--- src/rtl/hm_pkg.sv ---
package hm_pkg;
   typedef enum logic [1:0] {
      HM_RUN    = 2'd0,
      HM_FALL   = 2'd1,
      HM_HALTED = 2'd2,
      HM_RISE   = 2'd3
   } hm_state_e;

   localparam int HALT_BIT = 0;
   localparam int STAT_BIT = 1;
   localparam int PDN_BIT  = 6;
   localparam int MODE_BIT = 2;
endpackage

--- src/rtl/hm_regs.sv ---
module hm_regs #(
   parameter int REG_W = 8
) (
   input  logic             clk,
   input  logic             rst_n,
   input  logic             cr1_we,
   input  logic [REG_W-1:0] cr1_wdata,
   input  logic             cr2_we,
   input  logic [REG_W-1:0] cr2_wdata,
   input  logic             stopped,
   output logic             halt_req,
   output logic             pdn,
   output logic             mode,
   output logic [REG_W-1:0] cr1_rdata,
   output logic [REG_W-1:0] cr2_rdata
);
   import hm_pkg::*;

   logic mode_ok;
   assign mode_ok = pdn | stopped;

   always_ff @(posedge clk or negedge rst_n) begin
      if (!rst_n) begin
         halt_req <= 1'b0;
         pdn      <= 1'b0;
      end else if (cr1_we) begin
         halt_req <= cr1_wdata[HALT_BIT];
         pdn      <= cr1_wdata[PDN_BIT];
      end
   end

   always_ff @(posedge clk or negedge rst_n) begin
      if (!rst_n)
         mode <= 1'b0;
      else if (cr2_we && mode_ok)
         mode <= cr2_wdata[MODE_BIT];
   end

   always_comb begin
      cr1_rdata           = '0;
      cr1_rdata[HALT_BIT] = halt_req;
      cr1_rdata[STAT_BIT] = stopped;
      cr1_rdata[PDN_BIT]  = pdn;
      cr2_rdata           = '0;
      cr2_rdata[MODE_BIT] = mode;
   end
endmodule

--- src/rtl/hm_ramp.sv ---
module hm_ramp #(
   parameter int GAIN_W = 16,
   parameter int STEP   = 4096
) (
   input  logic              clk,
   input  logic              rst_n,
   input  logic              fs_tick,
   input  logic              go_down,
   input  logic              go_up,
   output logic [GAIN_W-1:0] gain,
   output logic              at_zero,
   output logic              at_unity
);
   localparam logic [GAIN_W-1:0] UNITY_G = GAIN_W'(1) << (GAIN_W - 1);
   localparam logic [GAIN_W-1:0] STEP_G  = GAIN_W'(STEP);
   localparam bit EXACT = ((1 << (GAIN_W - 1)) % STEP) == 0;

   logic [GAIN_W-1:0] dn_val, up_val;

   generate
      if (EXACT) begin : g_exact
         assign dn_val = gain - STEP_G;
         assign up_val = gain + STEP_G;
      end else begin : g_clamp
         assign dn_val = (gain > STEP_G) ? gain - STEP_G : '0;
         assign up_val = ((UNITY_G - gain) > STEP_G) ? gain + STEP_G : UNITY_G;
      end
   endgenerate

   always_ff @(posedge clk or negedge rst_n) begin
      if (!rst_n)
         gain <= UNITY_G;
      else if (fs_tick) begin
         if (go_down && !at_zero)
            gain <= dn_val;
         else if (go_up && !at_unity)
            gain <= up_val;
      end
   end

   assign at_zero  = (gain == '0);
   assign at_unity = (gain == UNITY_G);
endmodule

--- src/rtl/hm_seq.sv ---
module hm_seq (
   input  logic            clk,
   input  logic            rst_n,
   input  logic            halt_req,
   input  logic            at_zero,
   input  logic            at_unity,
   output hm_pkg::hm_state_e st
);
   import hm_pkg::*;

   hm_state_e nxt;

   always_comb begin
      nxt = st;
      unique case (st)
         HM_RUN:    if (halt_req) nxt = HM_FALL;
         HM_FALL:   if (!halt_req) nxt = HM_RISE;
                    else if (at_zero) nxt = HM_HALTED;
         HM_HALTED: if (!halt_req) nxt = HM_RISE;
         HM_RISE:   if (halt_req) nxt = HM_FALL;
                    else if (at_unity) nxt = HM_RUN;
         default:   nxt = HM_RUN;
      endcase
   end

   always_ff @(posedge clk or negedge rst_n) begin
      if (!rst_n) st <= HM_RUN;
      else        st <= nxt;
   end
endmodule

--- src/rtl/halt_mute_ctrl.sv ---
module halt_mute_ctrl #(
   parameter int GAIN_W         = 16,
   parameter int STEP           = 4096,
   parameter int MAX_STOP_TICKS = 960,
   parameter int REG_W          = 8
) (
   input  logic              clk,
   input  logic              rst_n,
   input  logic              fs_tick,
   input  logic              cr1_we,
   input  logic [REG_W-1:0]  cr1_wdata,
   input  logic              cr2_we,
   input  logic [REG_W-1:0]  cr2_wdata,
   output logic [REG_W-1:0]  cr1_rdata,
   output logic [REG_W-1:0]  cr2_rdata,
   output logic [GAIN_W-1:0] gain,
   output logic              core_run,
   output logic              run_ok,
   output logic              clk_gate_en,
   output logic              clk_mode
);
   import hm_pkg::*;

   localparam int UNITY_I    = 1 << (GAIN_W - 1);
   localparam int RAMP_TICKS = (UNITY_I + STEP - 1) / STEP;

   generate
      if (GAIN_W < 2 || GAIN_W > 30) begin : g_bad_w
         $error("halt_mute_ctrl: GAIN_W out of range");
      end
      if (STEP < 1 || STEP > UNITY_I) begin : g_bad_step
         $error("halt_mute_ctrl: STEP must be 1..unity");
      end
      if (RAMP_TICKS + 2 > MAX_STOP_TICKS) begin : g_bad_bound
         $error("halt_mute_ctrl: ramp cannot finish inside MAX_STOP_TICKS");
      end
      if (REG_W < 7) begin : g_bad_reg
         $error("halt_mute_ctrl: REG_W must hold bit 6");
      end
   endgenerate

   hm_state_e st;
   logic halt_req, pdn, at_zero, at_unity, stopped;

   assign stopped = (st == HM_HALTED);

   hm_regs #(.REG_W(REG_W)) u_regs (
      .clk(clk), .rst_n(rst_n),
      .cr1_we(cr1_we), .cr1_wdata(cr1_wdata),
      .cr2_we(cr2_we), .cr2_wdata(cr2_wdata),
      .stopped(stopped),
      .halt_req(halt_req), .pdn(pdn), .mode(clk_mode),
      .cr1_rdata(cr1_rdata), .cr2_rdata(cr2_rdata)
   );

   hm_ramp #(.GAIN_W(GAIN_W), .STEP(STEP)) u_ramp (
      .clk(clk), .rst_n(rst_n), .fs_tick(fs_tick),
      .go_down(st == HM_FALL), .go_up(st == HM_RISE),
      .gain(gain), .at_zero(at_zero), .at_unity(at_unity)
   );

   hm_seq u_seq (
      .clk(clk), .rst_n(rst_n), .halt_req(halt_req),
      .at_zero(at_zero), .at_unity(at_unity), .st(st)
   );

   assign core_run    = !stopped;
   assign run_ok      = (st == HM_RUN);
   assign clk_gate_en = !pdn;
endmodule

--- config.mk ---
export PLATFORM = sky130hd
export DESIGN_NAME = halt_mute_ctrl
export DESIGN_NICKNAME = d
export VERILOG_FILES = /design/src/rtl/hm_pkg.sv /design/src/rtl/hm_regs.sv /design/src/rtl/hm_ramp.sv /design/src/rtl/hm_seq.sv /design/src/rtl/halt_mute_ctrl.sv
export SDC_FILE = /design/constraint.sdc
export NUM_CORES = 1
export LEC_CHECK = 0
export ABC_AREA = 1
export CELL_PAD_IN_SITES_DETAIL_PLACEMENT = 1
export CELL_PAD_IN_SITES_GLOBAL_PLACEMENT = 1
export CORE_AREA = 2 2 78 62
export CTS_CLUSTER_SIZE = 12
export DETAILED_ROUTE_END_ITERATION = 7
export DIE_AREA = 0 0 80 64
export PLACE_DENSITY_LB_ADDON = 0.05
export SLEW_MARGIN = 5
export SYNTH_ARGS = -nofsm -noshare
export SYNTH_HDL_FRONTEND = slang
export SYNTH_HIERARCHICAL = 1
export SYNTH_SLANG_ARGS = --single-unit
--- constraint.sdc ---
create_clock -name clk -period 1.6 [get_ports clk]
set_input_delay 0.4 -clock clk [delete_from_list [all_inputs] [get_ports clk]]
set_output_delay 0.4 -clock clk [all_outputs]
set_load 0.1 [all_outputs]
# --- After elaboration in Yosys (flattened, before gate mapping) ---
# Index checks and enable logic that the tools add are counted.
totals:
  register_bits: 21
  in_bits: 21
  wordCells: 37
classes:
  add_sub_neg: 2
  n_eq_ne: 8
  mux: 9
  n_bitwise: 1
  n_reduce_logical: 12
op_table:
  columns: ["op", "n"]
  rows:
  - ["$mux W16", 2]
  - ["$add A16 B13 Y16 const B", 1]
  - ["$eq A16 B16 Y1 const B", 1]
  - ["$logic_not A16 Y1", 1]
  - ["$sub A16 B13 Y16 const B", 1]
  - ["$mux W2", 6]
  - ["$pmux W2 S4", 1]
  - ["$ne A3 B3 Y1 const B", 2]
  - ["$eq A2 B2 Y1 const B", 2]
  - ["$logic_not A1 Y1", 4]
  - ["$reduce_and A4 Y1", 1]
  - ["$logic_and A1 B1 Y1", 3]
  - ["$eq A2 B1 Y1 const B", 1]
  - ["$logic_not A2 Y1", 1]
  - ["$ne A2 B1 Y1 const B", 1]
  - ["$ne A2 B2 Y1 const B", 1]
  - ["$reduce_and A2 Y1", 1]
  - ["$reduce_bool A2 Y1", 1]
  - ["$or A1 B1 Y1", 1]

# --- Logic depth before layout (Yosys ltp) ---
# Gate-level depths: netlist (run 1).
logic_depth:
  word_depth: 5
  depth_mapped: 14

# --- Cells and area by module ---
# Netlist (run 1), hierarchy kept.
modules_own_cells:
  columns: ["mod", "n_inst", "cells_per_inst", "area_each_um2", "seq_area_each_um2"]
  rows:
  - ["hm_ramp", 1, 56, 430.4, 101.3]
  - ["hm_regs", 1, 32, 249.0, 75.1]
  - ["hm_seq", 1, 29, 209.0, 50.0]
  - ["halt_mute_ctrl", 1, 9, 33.8, 0.0]

# --- Worst setup path after synthesis (run 1) ---
# Ideal clock, no wire load.
synth_path:
  path_kind: "reg2reg"
  from: "reg u_ramp.gain[14]"
  to: "reg u_ramp.gain[15]"
  setup_ns: 0.078
  arrival_time_ns: 2.165
  required_time_ns: 1.522
  setup_slack_ns: -0.642
  stages_incl_launch_ff: 13
  path_buffers: 0
  period_less_slack_ns: 2.242
  cell_sequence: "dfrtp_1 -> nor2_1 -> nand2_2 -> nand2_4 -> inv_1 -> ha_1 -> or2_1 -> nand2_2 -> nor2_2 -> nor2_2 -> nand2_1 -> nand2_1 -> nand2_1"
synth_via:
  elab_chain_len: 5
synth_rtl:
  columns: ["item", "line_no", "text"]
  rows:
  - ["start, declared", "hm_ramp.sv:10", "output logic [GAIN_W-1:0] gain,"]
  - ["start signal, assigned", "hm_ramp.sv:35", "gain <= dn_val;"]
  - ["start signal, assigned", "hm_ramp.sv:37", "gain <= up_val;"]
  - ["branches (longest 5 deep; another with $add A16 B13 Y16)", null, null]
# Several ways; the timed one is not identified. The select of a mux whose other input is x is not followed.
# A chain may end at the register's enable or synchronous reset.

# --- Worst setup path after layout (run 1) ---
layout_path:
  from: "reg u_ramp.gain[15]"
  to: "reg u_ramp.gain[13]"
layout_via:
  elab_chain_len: 5
layout_rtl:
  columns: ["item", "line_no"]
  rows:
  - ["$eq A16 B16 Y1 or $logic_not A16 Y1 (tied branches)", "hm_ramp.sv:42, hm_ramp.sv:41"]
  - ["$logic_not A1 Y1, on equally long branches", "hm_ramp.sv:36, hm_ramp.sv:34"]
  - ["$logic_and A1 B1 Y1, on equally long branches", "hm_ramp.sv:36, hm_ramp.sv:34"]
  - ["$reduce_bool A2 Y1 (no source line)", null]
  - ["$reduce_and A2 Y1 (no source line)", null]
# Parallel ways exist; a longest one is shown, timed or not.

==> summary by stage, run 1 <==
Synth
The number of enable-type register cells in the synthesized netlist is 0. After synthesis, the share of flip-flops with an asynchronous set or reset is 100%. The number of warnings printed during yosys synthesis is 6. The top cell type by area accounts for a little under a quarter of the synthesized area. The number of distinct standard cells referenced by the synthesized netlist is 20.

The flip-flop and latch count after synthesis is 9. In this run the cell area of the synthesized design comes to slightly above 900 µm². The dominant synthesized flop cell is dfrtp_1. After technology mapping, the gate count stands at 126. The most common cell in the netlist is buf_4.

The cell taking the most area after synthesis is buf_4. Sorting the synthesized cells by how often they occur yields 28 x buf_4, 25 x nand2_1, 17 x inv_1, 8 x dfrtp_1, 8 x nor2_1. The part of the Yosys area used for sequential elements is 24.6%.

The average cell area after synthesis is 7.32 µm². In the post-synthesis netlist, the biggest area contributors are buf_4 23%, dfrtp_1 22%, nand2_1 10%.

Setup path
The worst-path maximum fanout is 3. Counting stages on the worst path, the most repeated cell is buf_4. The data required time of the worst path is 1710 ps.

Traced cell by cell, the critical path runs through nor2_4 -> nand2_2 -> nand2_4 -> buf_4 -> buf_4 -> fa_2 -> o21ai_1. The cell type of the slowest stage on the worst timing path is dfstp_4. Data on the critical path arrives at its endpoint at 1850 ps. The kind of critical path is flip-flop to flip-flop. STA classifies the critical path startpoint as a flip-flop. STA classifies the critical path endpoint as a flip-flop. The highest cell delay on the worst timing path is around 620 ps.

Die
The chip height is 64 µm. In this run the core area contains 21 standard-cell rows. In this run the standard cell core region covers approximately 4300 µm². Once the floorplan was initialized, standard cells occupied a little over a fifth of the core. Measured along the x axis, the die boundary spans about 80 µm.

During I/O placement, the number of pins put on the boundary was 57. The die footprint is 5120 µm².

Route
The first-pass iteration count of the detailed router is 2. The routed design has slightly below 2 mm of wire. The count of routing violations after the opening detailed-route iteration is 18.

The wire length per cell after detailed routing is 9.15 µm. The routed layout has roughly 760 vias. The per-cell via count in the routed design is roughly 3.5. The count of nets left with antenna violations once routing finished came out at 0. The detailed-route DRC error count is 0.

Run
The number of violations of the max-capacitance limit is 0.

Clock tree
In this run the number of H-tree levels came out at 1. TritonCTS created 3 clock buffers. The maximum count of clock buffers along a single path is 2. After clock tree synthesis, the clock-pin slew on the worst setup and hold paths is ~40 ps. The clock root buffer master is clkbuf_8. For the worst-skew pair, the clock arrives at the later sink with an insertion delay of 220 ps. TritonCTS built the clock tree. The clock sink count is 9.

Timing
The maximum operating frequency is 573 MHz. The least setup slack across all paths after layout is -146 ps. After layout, the worst path uses 109% of the clock period. The setup clock skew after layout is 2.45 ps. The final-report max-slew violation count is 0.

After routing, the total negative slack on setup checks comes to -411 ps. Setup repair after global routing could not meet its margin everywhere. Subtracting the final worst setup slack from the clock period gives 1750 ps. The final-report hold violation count is 0.

The setup violation total in the final timing report is 3.

Finish
Relative to the synthesized area, the layout overhead comes to 50.7%. The antenna diode count is 0. The area of all sequential standard cells is 240 µm². In the final layout, the multi-input gates occupy 533 µm². The net count of the finished layout is 188. The fill cell instance count of the final layout is 542.

Cells with a size suffix above 1 make up 36.7% of the layout.

Global route
The initial antenna violation count was 0. The maximum number of pins on one net before global-route repair is 10. For this run the aggregate overflow at the end of global routing stands at 0.

The number of global-route vias before repair was 732. The global-route wire length before repair is 3.26 mm. For this run, the total global-route usage over all layers was measured as 8.26%.

Place
The routability-driven placement congestion ratio is 0.688. Summed over all nets, the half-perimeter wirelength after detailed placement is approximately 1.7 mm. In this run the tool buffered the top-level ports with 19 buffer cells.

Status
The checks that failed: setup timing. The flow ran to the end, but the final reports show violations.

Min path
The worst hold path class is primary input to asynchronous set/reset pin.
metrics by stage:
stage | area (µm²) | util, % | cells | hold slack, ps | worst slack, ps
floorplan | 1040 | - | 148 | 104 | -281
global placement | 1290 | 30.1 | 207 | 557 | -142
detailed placement | 1290 | 30.1 | 207 | 558 | -156
CTS | 1370 | 31.7 | 213 | 492 | -129
global route | 1390 | 32.3 | 215 | 505 | -221
finish | 1390 | 32.3 | 215 | 478 | -146
logic make-up after synthesis:
logic type / after synthesis / synth area share (%)
buffers and inverters: 48 / 30.9
AOI/OAI and AO/OA: 6 / 3.26
and+or+nand+nor: 51 / 26.1
xor gates and xnor gates: 2 / 2.71
adders and majority gates: 8 / 11.7
DFF: 9 / 24.6
other: 2 / 0.814
layout make-up:
type                    count  area share [%]
multi-input cells          91            38.3
repair buffers             34            30.4
clock buffers               4            3.24
flip-flops and latches      9            17.3
inverters                  20            5.58
well taps                  57            5.13
cells in the final DEF (no fill, tap or decap):
cell type	netlist	layout
dfstp_4	0	1
buf_12	0	12
clkdlybuf4s50_1	0	7
o21ai_1	1	3
clkbuf_1	0	1
or2_1	1	1
ha_4	0	1
buf_4	28	15
nor2_2	4	4
o21ai_0	4	2
xor2_2	1	1
a21oi_1	1	1
nand2_1	25	24
nand3_1	5	5
dfrtp_1	8	4
nand2_2	6	7
ha_1	7	6
xor2_1	1	1
fa_2	0	1
clkbuf_8	0	3
inv_2	3	3
conb_1	2	24
inv_4	0	1
dfrtp_2	0	2
nand2_4	2	2
inv_1	17	16
nor2_1	8	5
dfrtp_4	0	2
nor2_4	0	3
state kept, by name, summed over array words and instances (netlist names):
| name | count |
|---|---|
| u_ramp/gain | 4 |
| u_seq/st | 2 |
| u_regs/halt_req | 1 |
| u_regs/mode | 1 |
| u_regs/pdn | 1 |
critical path, delay by kind of cell, from the launching register on:
kind,cells,cell delay [ps]
flops,1,620
fa+ha+maj,1,510
buf+inv,2,260
simple gates,3,180
compound gates,1,50
worst paths after layout:
path	from	slack (ps)	cells after the start	endpoint
min	rst_n	480	1	u_regs/pdn
max in group asynchronous	rst_n	790	1	u_ramp/gain[14]
min reg2reg	u_regs/mode	580	2	u_regs/mode
max reg2reg	u_ramp/gain[15]	-150	7	u_ramp/gain[13]
max	u_ramp/gain[15]	-150	7	u_ramp/gain[13]
min in group clk	u_regs/mode	580	2	u_regs/mode
per-layer routing:
layer  routed length [µm]  up-vias  share of wire [%]  global-route usage, %
li1                     -      384                  -                      -
met1                  948      342                 48                   12.0
met2                  907       27                 46                   12.3
met3                   99        2                5.0                   1.13
met4                   11        0               0.56                   3.18
met5                    0        -                  0                      0
timing repair:
item,CTS,global route
hold buffers,0,0
resized for setup,5,2
pin swaps,5,5
setup endpoints to repair,3,3
setup buffers,2,2
Power of run 1 is not shown: default switching activity piles up to over one toggle a cycle in this logic, so the estimate is an artifact.
==> inputs of run 2 (changes only) <==
--- a/config.mk
+++ b/config.mk
@@ -6,12 +6,13 @@
 export NUM_CORES = 1
 export LEC_CHECK = 0
 export ABC_AREA = 1
-export CELL_PAD_IN_SITES_DETAIL_PLACEMENT = 1
-export CELL_PAD_IN_SITES_GLOBAL_PLACEMENT = 1
-export CORE_AREA = 2 2 78 62
+export CELL_PAD_IN_SITES_DETAIL_PLACEMENT = 0
+export CELL_PAD_IN_SITES_GLOBAL_PLACEMENT = 2
+export CORE_AREA = 2 2 91 71
 export CTS_CLUSTER_SIZE = 12
 export DETAILED_ROUTE_END_ITERATION = 7
-export DIE_AREA = 0 0 80 64
+export DIE_AREA = 0 0 93 73
+export GPL_ROUTABILITY_DRIVEN = 1
 export PLACE_DENSITY_LB_ADDON = 0.05
 export SLEW_MARGIN = 5
 export SYNTH_ARGS = -nofsm -noshare
==> run 2 against run 1 <==
  * First-iteration DRC count is 5.6% higher
  * Sequential cell count unchanged
  * Cell area up 3.7%
  * Setup slack improved by 50 ps
  * Routed wire length grew 1.9%
  * Critical path depth increased by 5
  * Via count is 2.4% lower
  * Worst hold slack got worse by 9.4 ps
  * Die area is 33% higher
  * Highest routed layer unchanged
  * Sequential share of layout area down 0.62 points
  * The flow still finishes with violations (setup timing)
==> summary by stage, run 2 (same netlist as run 1, synthesis figures left out) <==
Timing
The least setup slack across all paths after layout came to -95.3 ps (+50.3 ps). The setup violation total in the final timing report is 3 (unchanged). The maximum operating frequency came to 590 MHz (+3.0%). Setup repair after global routing could not meet its margin everywhere. The setup clock skew after layout was 0.320 ps (-2.13 ps).

The final-report hold violation count was 0 (unchanged). The time the worst path needs with I/O delays and setup came to 1700 ps (-50.3 ps). The final-report max-slew violation count came to 0 (unchanged).

The part of the cycle the worst path needs was 106% (-3.1 points).

Global route
The number of global-route vias before repair was 676 (-7.7%). The remaining global-route overflow is 0 (unchanged). The initial antenna violation count is 0 (unchanged). The global-route wire length before repair is 3.26 mm (unchanged). The maximum number of pins on one net before global-route repair is 10 (unchanged). The total global routing track utilization is 6.22% (-2.0 points).

Setup path
The worst-path maximum fanout is 2 (-1). The data required time of the worst path is 1750 ps (+40 ps). The worst setup path is launched from a flip-flop. The kind of critical path is flip-flop to flip-flop.

Traced cell by cell, the critical path runs through nor2_2 -> nand2_2 -> nand2_4 -> inv_4 -> ha_4 -> or2_1 -> nand2_2 -> nor2_2 -> nor2_4 -> nand2_1 -> nand2_1 -> nand2_1. The cell type of the slowest stage on the worst timing path is dfstp_4. The library cell appearing most often on the critical path is nand2_1. The data arrival time of the worst path is 1850 ps (about the same). The endpoint kind of the worst setup timing path is a flip-flop. The depth of the worst register-to-register path is 12 (+5). The highest cell delay on the worst timing path was 610 ps (about the same).

Die
The area of the core came to 6010 µm² (+39%). The effective utilization at floorplan is 15.4% (-6.0 points). The chip height is 73 µm (+14%). The number of core rows is 25 (+19%).

The die footprint came to 6790 µm² (+33%). The number of top-level pins is 57 (unchanged). The die outline width came to 93 µm (+16%).

Place
The routability-driven placement congestion ratio came to 0.638 (-7.3%). The placed instance count is 232 (+12%). The number of input and output port buffers inserted is 19 (unchanged). The HPWL reported at the end of detailed placement was 1.75 mm (+3.8%).

Finish
Ranked by flip-flop count, first place goes to u_ramp/gain. The area of combinational cells with multiple inputs was 551 µm² (+3.3%). The library cells used most frequently in the layout, excluding fill and tap cells, are 24 x conb_1, 22 x nand2_1, 16 x inv_1. The antenna diode count is 0 (unchanged). The signed area change from the synthesized netlist to the final layout is 56.3%. The fill cell instance count of the final layout is 689 (+27%). The number of flip-flops under the largest register name came to 4 (unchanged). The final non-filler cell total came to 239 (+11%). The area of all sequential standard cells was 240 µm² (unchanged). The number of nets at the end of the flow is 188 (unchanged).

The largest registers in the layout are u_ramp/gain x4, u_seq/st x2. The commonest non-fill, non-tap cell in the layout is conb_1. The share of final-layout standard cells stronger than drive strength 1 is 38.6% (+1.9 points).

Status
The run finished, with violations left. The final reports fail on setup timing.

Route
The total length of routed wires is 2.01 mm (+1.9%). The routed via count came to 737 (-2.4%). The detailed-route DRC error count is 0 (unchanged).

The wire length per cell after detailed routing was 8.39 µm (-8.3%). The per-cell via count in the routed design was 3.08 (-12%). The first-pass iteration count of the detailed router was 4 (+2).

The number of nets with antenna violations after routing is 0 (unchanged). The count of routing violations after the opening detailed-route iteration was 19 (+1).

Clock tree
The H-tree depth is 1 (unchanged). The clock root buffer master is clkbuf_8. The clock sink count is 9 (unchanged). The count of hold buffers inserted by post-cts repair was 0 (unchanged). TritonCTS built the clock tree.

The clock transition time at the flip-flop clock pins of the worst setup and hold paths is 40 ps (about the same). The clock latency of the later-clocked register in the worst-skew pair came to 230 ps (about the same). The TritonCTS buffer count is 3 (unchanged). The maximum count of clock buffers along a single path was 2 (unchanged).

Run
The number of violations of the max-capacitance limit is 0 (unchanged).

Min path
The worst hold path class is primary input to asynchronous set/reset pin.
==> run 2: cell count changes in the layout (fill, tap and decap cells not counted) <==
cell and change:
ha_4 +1, nand2_2 +2, ha_1 -1, nand2_1 -2, buf_6 +1, buf_4 -1
==> run 2: critical path: cells and delay by family (launching register included) <==
family,cells,cell delay (ps)
buffers and inverters,1,70
adders and majority gates,1,190
and+or+nand+nor,10,750
DFF,1,610
==> run 2: cell type report <==
type	count	share of cell area [%]
sequential	9	16.7
multi-input combinational	91	38.2
tap	81	7.03
inverter	20	5.38
timing repair buffer	34	29.6
clock buffer	4	3.13
==> run 2: path summary, 6_finish.rpt <==
check	startpoint	endpoint	slack, ps
max in group asynchronous	rst_n	u_ramp/gain[15]	810
worst min-delay path	rst_n	u_ramp/gain[13]	470
min in group clk	u_regs/mode	u_regs/mode	570
worst max-delay path	u_ramp/gain[15]	u_ramp/gain[15]	-100
worst max register to register	u_ramp/gain[15]	u_ramp/gain[15]	-100
worst min register to register	u_regs/mode	u_regs/mode	570
==> run 2: layer usage <==
metal	wire (µm)	vias up	track usage, %
met1	1020	327	9.52
li1	-	381	-
met4	11	0	2.45
met3	116	2	1.45
met5	0	-	0
met2	853	27	8.21
==> run 2: through the flow <==
| stage | setup TNS (ps) | hold slack, ps | worst slack, ps | util (%) | area [µm²] |
|---|---|---|---|---|---|
| 5_1_grt | -388 | 504 | -213 | 24.0 | 1440 |
| 3_3_place_gp | -294 | 558 | -172 | 22.2 | 1330 |
| 4_1_cts | -202 | 487 | -132 | 23.4 | 1410 |
| 6_report | -115 | 469 | -95.3 | 24.0 | 1440 |
| 2_1_floorplan | -521 | 104 | -281 | - | 1040 |
| 3_5_place_dp | -276 | 557 | -153 | 22.2 | 1330 |
==> run 2: timing repair <==
action / CTS / global route
gates resized for setup: 5 / 6
endpoints found under the setup margin: 3 / 5
pin swaps: 4 / 5
setup buffers: 2 / 1
Power of run 2 is left out for the same reason.
==> inputs of run 3 (changes only) <==
--- a/config.mk
+++ b/config.mk
@@ -5,15 +5,16 @@
 export SDC_FILE = /design/constraint.sdc
 export NUM_CORES = 1
 export LEC_CHECK = 0
-export ABC_AREA = 1
+export ABC_AREA = 0
 export CELL_PAD_IN_SITES_DETAIL_PLACEMENT = 0
 export CELL_PAD_IN_SITES_GLOBAL_PLACEMENT = 2
-export CORE_AREA = 2 2 91 71
+export CORE_AREA = 2 2 86 67
 export CTS_CLUSTER_SIZE = 12
 export DETAILED_ROUTE_END_ITERATION = 7
-export DIE_AREA = 0 0 93 73
+export DIE_AREA = 0 0 88 69
 export GPL_ROUTABILITY_DRIVEN = 1
 export PLACE_DENSITY_LB_ADDON = 0.05
+export RECOVER_POWER = 50
 export SLEW_MARGIN = 5
 export SYNTH_ARGS = -nofsm -noshare
 export SYNTH_HDL_FRONTEND = slang
==> run 3 against run 2 <==
  * The flow still finishes with violations (setup timing)
  * Routed wire length is 1.4% lower
  * Clock skew increased by 2.9 ps
  * Non-clock buffer count is 1 higher
  * Cell area up 3.2%
  * Highest routed layer unchanged
  * Via count decreased by 9.8%
  * Area after synthesis is 0.68% lower
  * Critical endpoint unchanged
  * Critical path type unchanged
==> summary by stage, run 3 <==
Global route
The global-route wire length before repair is 3.20 mm (-1.7%). The initial antenna violation count is 0 (unchanged). The total global routing track utilization is 6.67% (+0.45 points). The number of global-route vias before repair is 660 (-2.4%). The remaining global-route overflow is 0 (unchanged). The maximum number of pins on one net before global-route repair is 10 (unchanged).

Setup path
The endpoint kind of the worst setup timing path is a flip-flop. The depth of the worst register-to-register path is 8 (-4). In this run the critical register-to-register path is launched from u_ramp/gain[13]. The critical path buffer and inverter count came to 2 (+1). The largest individual stage delay along the critical path comes from the cell or4_4. The worst register-to-register path ends at u_ramp/gain[15]. STA classifies the critical path startpoint as a flip-flop. The critical path goes through or3_4 -> o21ai_4 -> inv_2 -> buf_4 -> ha_4 -> a21oi_4 -> and2b_2 -> or4_4. The kind of cell adding the most delay to the critical path is simple AND/OR/NAND/NOR gates.

The kind of critical path is flip-flop to flip-flop. The data required time of the worst path is 1740 ps (about the same). The highest cell delay on the worst timing path was 510 ps (-100 ps). The data arrival time of the worst path was 2500 ps (+650 ps). The worst-path maximum fanout is 3 (+1).

The setup slack of the most critical reg-to-reg path is -760 ps (-660 ps).

Timing
In this run the tightest slew margin relative to its limit is 67.8%. Setup repair after global routing could not meet its margin everywhere. The worst-margin pin slew is ~470 ps. The least setup slack across all paths after layout is -760 ps (-665 ps). The maximum operating frequency is 424 MHz (-28%).

The part of the cycle the worst path needs was 148% (+42 points). The setup violation total in the final timing report is 6 (+3). The final-report hold violation count is 0 (unchanged).

The time the worst path needs with I/O delays and setup is 2360 ps (+665 ps). The final-report max-slew violation count is 0 (unchanged). The setup clock skew after layout came to 3.19 ps (+2.87 ps).

Finish
The antenna diode count is 0 (unchanged). The total non-filler cell area in the finished layout was 1490 µm² (+3.2%). The number of nets at the end of the flow is 157 (-16%). Leaving out fill and tap cells, the most frequent cell in the layout is conb_1. The final non-filler cell total is 202 (-15%). The fill cell instance count of the final layout is 524 (-24%).

The number of flip-flops under the largest register name came to 4 (unchanged). In the final layout, the registers with the most flip-flops are u_ramp/gain x4, u_seq/st x2. The signed area change from the synthesized netlist to the final layout is 62.4%. The register with the most flip-flops in the final layout is u_ramp/gain. In the layout the commonest cells are 24 x conb_1, 12 x buf_12, 10 x buf_4. The share of final-layout standard cells stronger than drive strength 1 is 47.2% (+8.6 points).

Synth
The post-synth design cell area came to 916 µm² (-0.68%). The part of the Yosys area used for sequential elements was 24.7% (+0.17 points). The gate count after technology mapping is 95 (-25%). buf_4 takes more of the synthesized area than any other cell. In the post-synthesis netlist, the biggest area contributors are buf_4 23%, dfrtp_1 22%, ha_1 9.6%. The number of warnings printed during yosys synthesis is 6 (unchanged). The share of synthesized flip-flops with an asynchronous set or reset is 100% (unchanged). The dominant synthesized flop cell is dfrtp_1. The average cell area after synthesis is 9.64 µm² (+32%).

The number of distinct standard cells referenced by the synthesized netlist is 33 (+65%). The most common cell in the synthesized netlist is buf_4. The flip-flop and latch count after synthesis is 9 (unchanged). The number of enable-type register cells in the synthesized netlist was 0 (unchanged). By count the netlist is led by 28 x buf_4, 8 x dfrtp_1, 8 x inv_1, 7 x ha_1, 5 x mux2_1. The portion of synthesized cell area occupied by the leading cell type is 23.0% (+0.16 points).

Route
The first-pass iteration count of the detailed router is 3 (-1). The wire length per cell after detailed routing is 9.78 µm (+17%). The total length of routed wires is 1.98 mm (-1.4%). The count of routing violations after the opening detailed-route iteration was 13 (-6). The number of nets with antenna violations after routing is 0 (unchanged).

The routed via count is 665 (-9.8%). The per-cell via count in the routed design is 3.29 (+6.8%). The detailed-route DRC error count is 0 (unchanged).

Die
The area of the core was 5210 µm² (-13%). The die outline width came to 88 µm (-5.4%). The effective utilization at floorplan is 17.6% (+2.2 points). The number of core rows is 23 (-8.0%). The number of top-level pins is 57 (unchanged). The die footprint is 6070 µm² (-11%). The chip height is 69 µm (-5.5%).

Clock tree
The clock transition time at the flip-flop clock pins of the worst setup and hold paths is 50 ps (about the same). The tree is rooted in a clkbuf_8. The H-tree depth was 1 (unchanged). The TritonCTS buffer count is 3 (unchanged). The clock latency of the later-clocked register in the worst-skew pair is 230 ps (about the same). The maximum count of clock buffers along a single path is 2 (unchanged). The clock sink count is 9 (unchanged).

TritonCTS built the clock tree.

Place
The placed cell area is 1310 µm² (-1.5%). The routability-driven placement congestion ratio is 0.679 (+6.4%). The number of input and output port buffers inserted came to 19 (unchanged). The HPWL reported at the end of detailed placement came to 1.62 mm (-7.8%). The placed instance count is 195 (-16%).

Run
The number of violations of the max-capacitance limit is 0 (unchanged).

Status
The flow ran to the end, but the final reports show violations. The final reports fail on setup timing.

Min path
The worst hold path class is primary input to asynchronous set/reset pin.
[run 3: changes by cell type after synthesis, moves of 3 or more]
cell     before  now
nand2_1      25    2
inv_1        17    8
nand2_2       6    0
mux2_1        0    5
nand3_1       5    0
nor2_1        8    4
nor2_2        4    0
inv_2         3    0
mux2i_1       0    3
o21ai_0       4    1
[run 3: layer usage]
layer / global-route usage, % / vias up / wire length (µm) / share of wire [%]
met1: 7.79 / 312 / 862 / 44
met4: 0.513 / 0 / 4 / 0.20
met2: 12.0 / 30 / 970 / 49
met5: 0 / - / 0 / 0
li1: - / 321 / - / -
met3: 2.40 / 2 / 138 / 7.0
[run 3: kinds of logic after synthesis]
kind of cell	Yosys count	share of synthesized area, %
other cells	2	0.820
simple gates	19	13.9
compound gates	10	9.97
mux	8	9.43
xor+xnor	2	1.91
buf+inv	37	27.5
fa+ha+maj	8	11.7
flops	9	24.7
[run 3: repair_timing]
action,CTS,global route
setup buffers,2,1
endpoints found under the setup margin,7,7
pin swaps,0,5
hold endpoints to repair,0,0
hold buffers,0,0
resized for setup,12,11
[run 3: worst max path at each step]
stage | from | slack, ps | to | depth (start not counted)
CTS | u_ramp/gain[14] | -730 | u_ramp/gain[15] | 8
finish | u_ramp/gain[13] | -760 | u_ramp/gain[15] | 8
detailed placement | u_ramp/gain[14] | -760 | u_ramp/gain[15] | 8
floorplan | u_ramp/gain[14] | -1000 | u_ramp/gain[15] | 9
global placement | u_ramp/gain[14] | -730 | u_ramp/gain[15] | 8
global route | u_ramp/gain[13] | -830 | u_ramp/gain[15] | 8
[run 3: area by class of cell]
| type | instances | area [µm²] | area share, % |
|---|---|---|---|
| clock buffer | 4 | 45.0 | 3.03 |
| tap | 75 | 93.8 | 6.31 |
| sequential | 9 | 240 | 16.1 |
| inverter | 8 | 30.0 | 2.02 |
| timing repair buffer | 35 | 457 | 30.7 |
| multi-input combinational | 71 | 622 | 41.8 |
[run 3: stage by stage]
stage / hold slack (ps) / setup slack, ps / util, % / TNS [ps]
after floorplan: 104 / -996 / - / -2440
after global placement: 573 / -733 / 25.2 / -1850
after detailed placement: 585 / -756 / 25.2 / -2000
after CTS: 496 / -734 / 27.5 / -2050
after global routing: 596 / -833 / 28.6 / -2680
final: 548 / -760 / 28.6 / -2270
Power of run 3 is left out for the same reason.
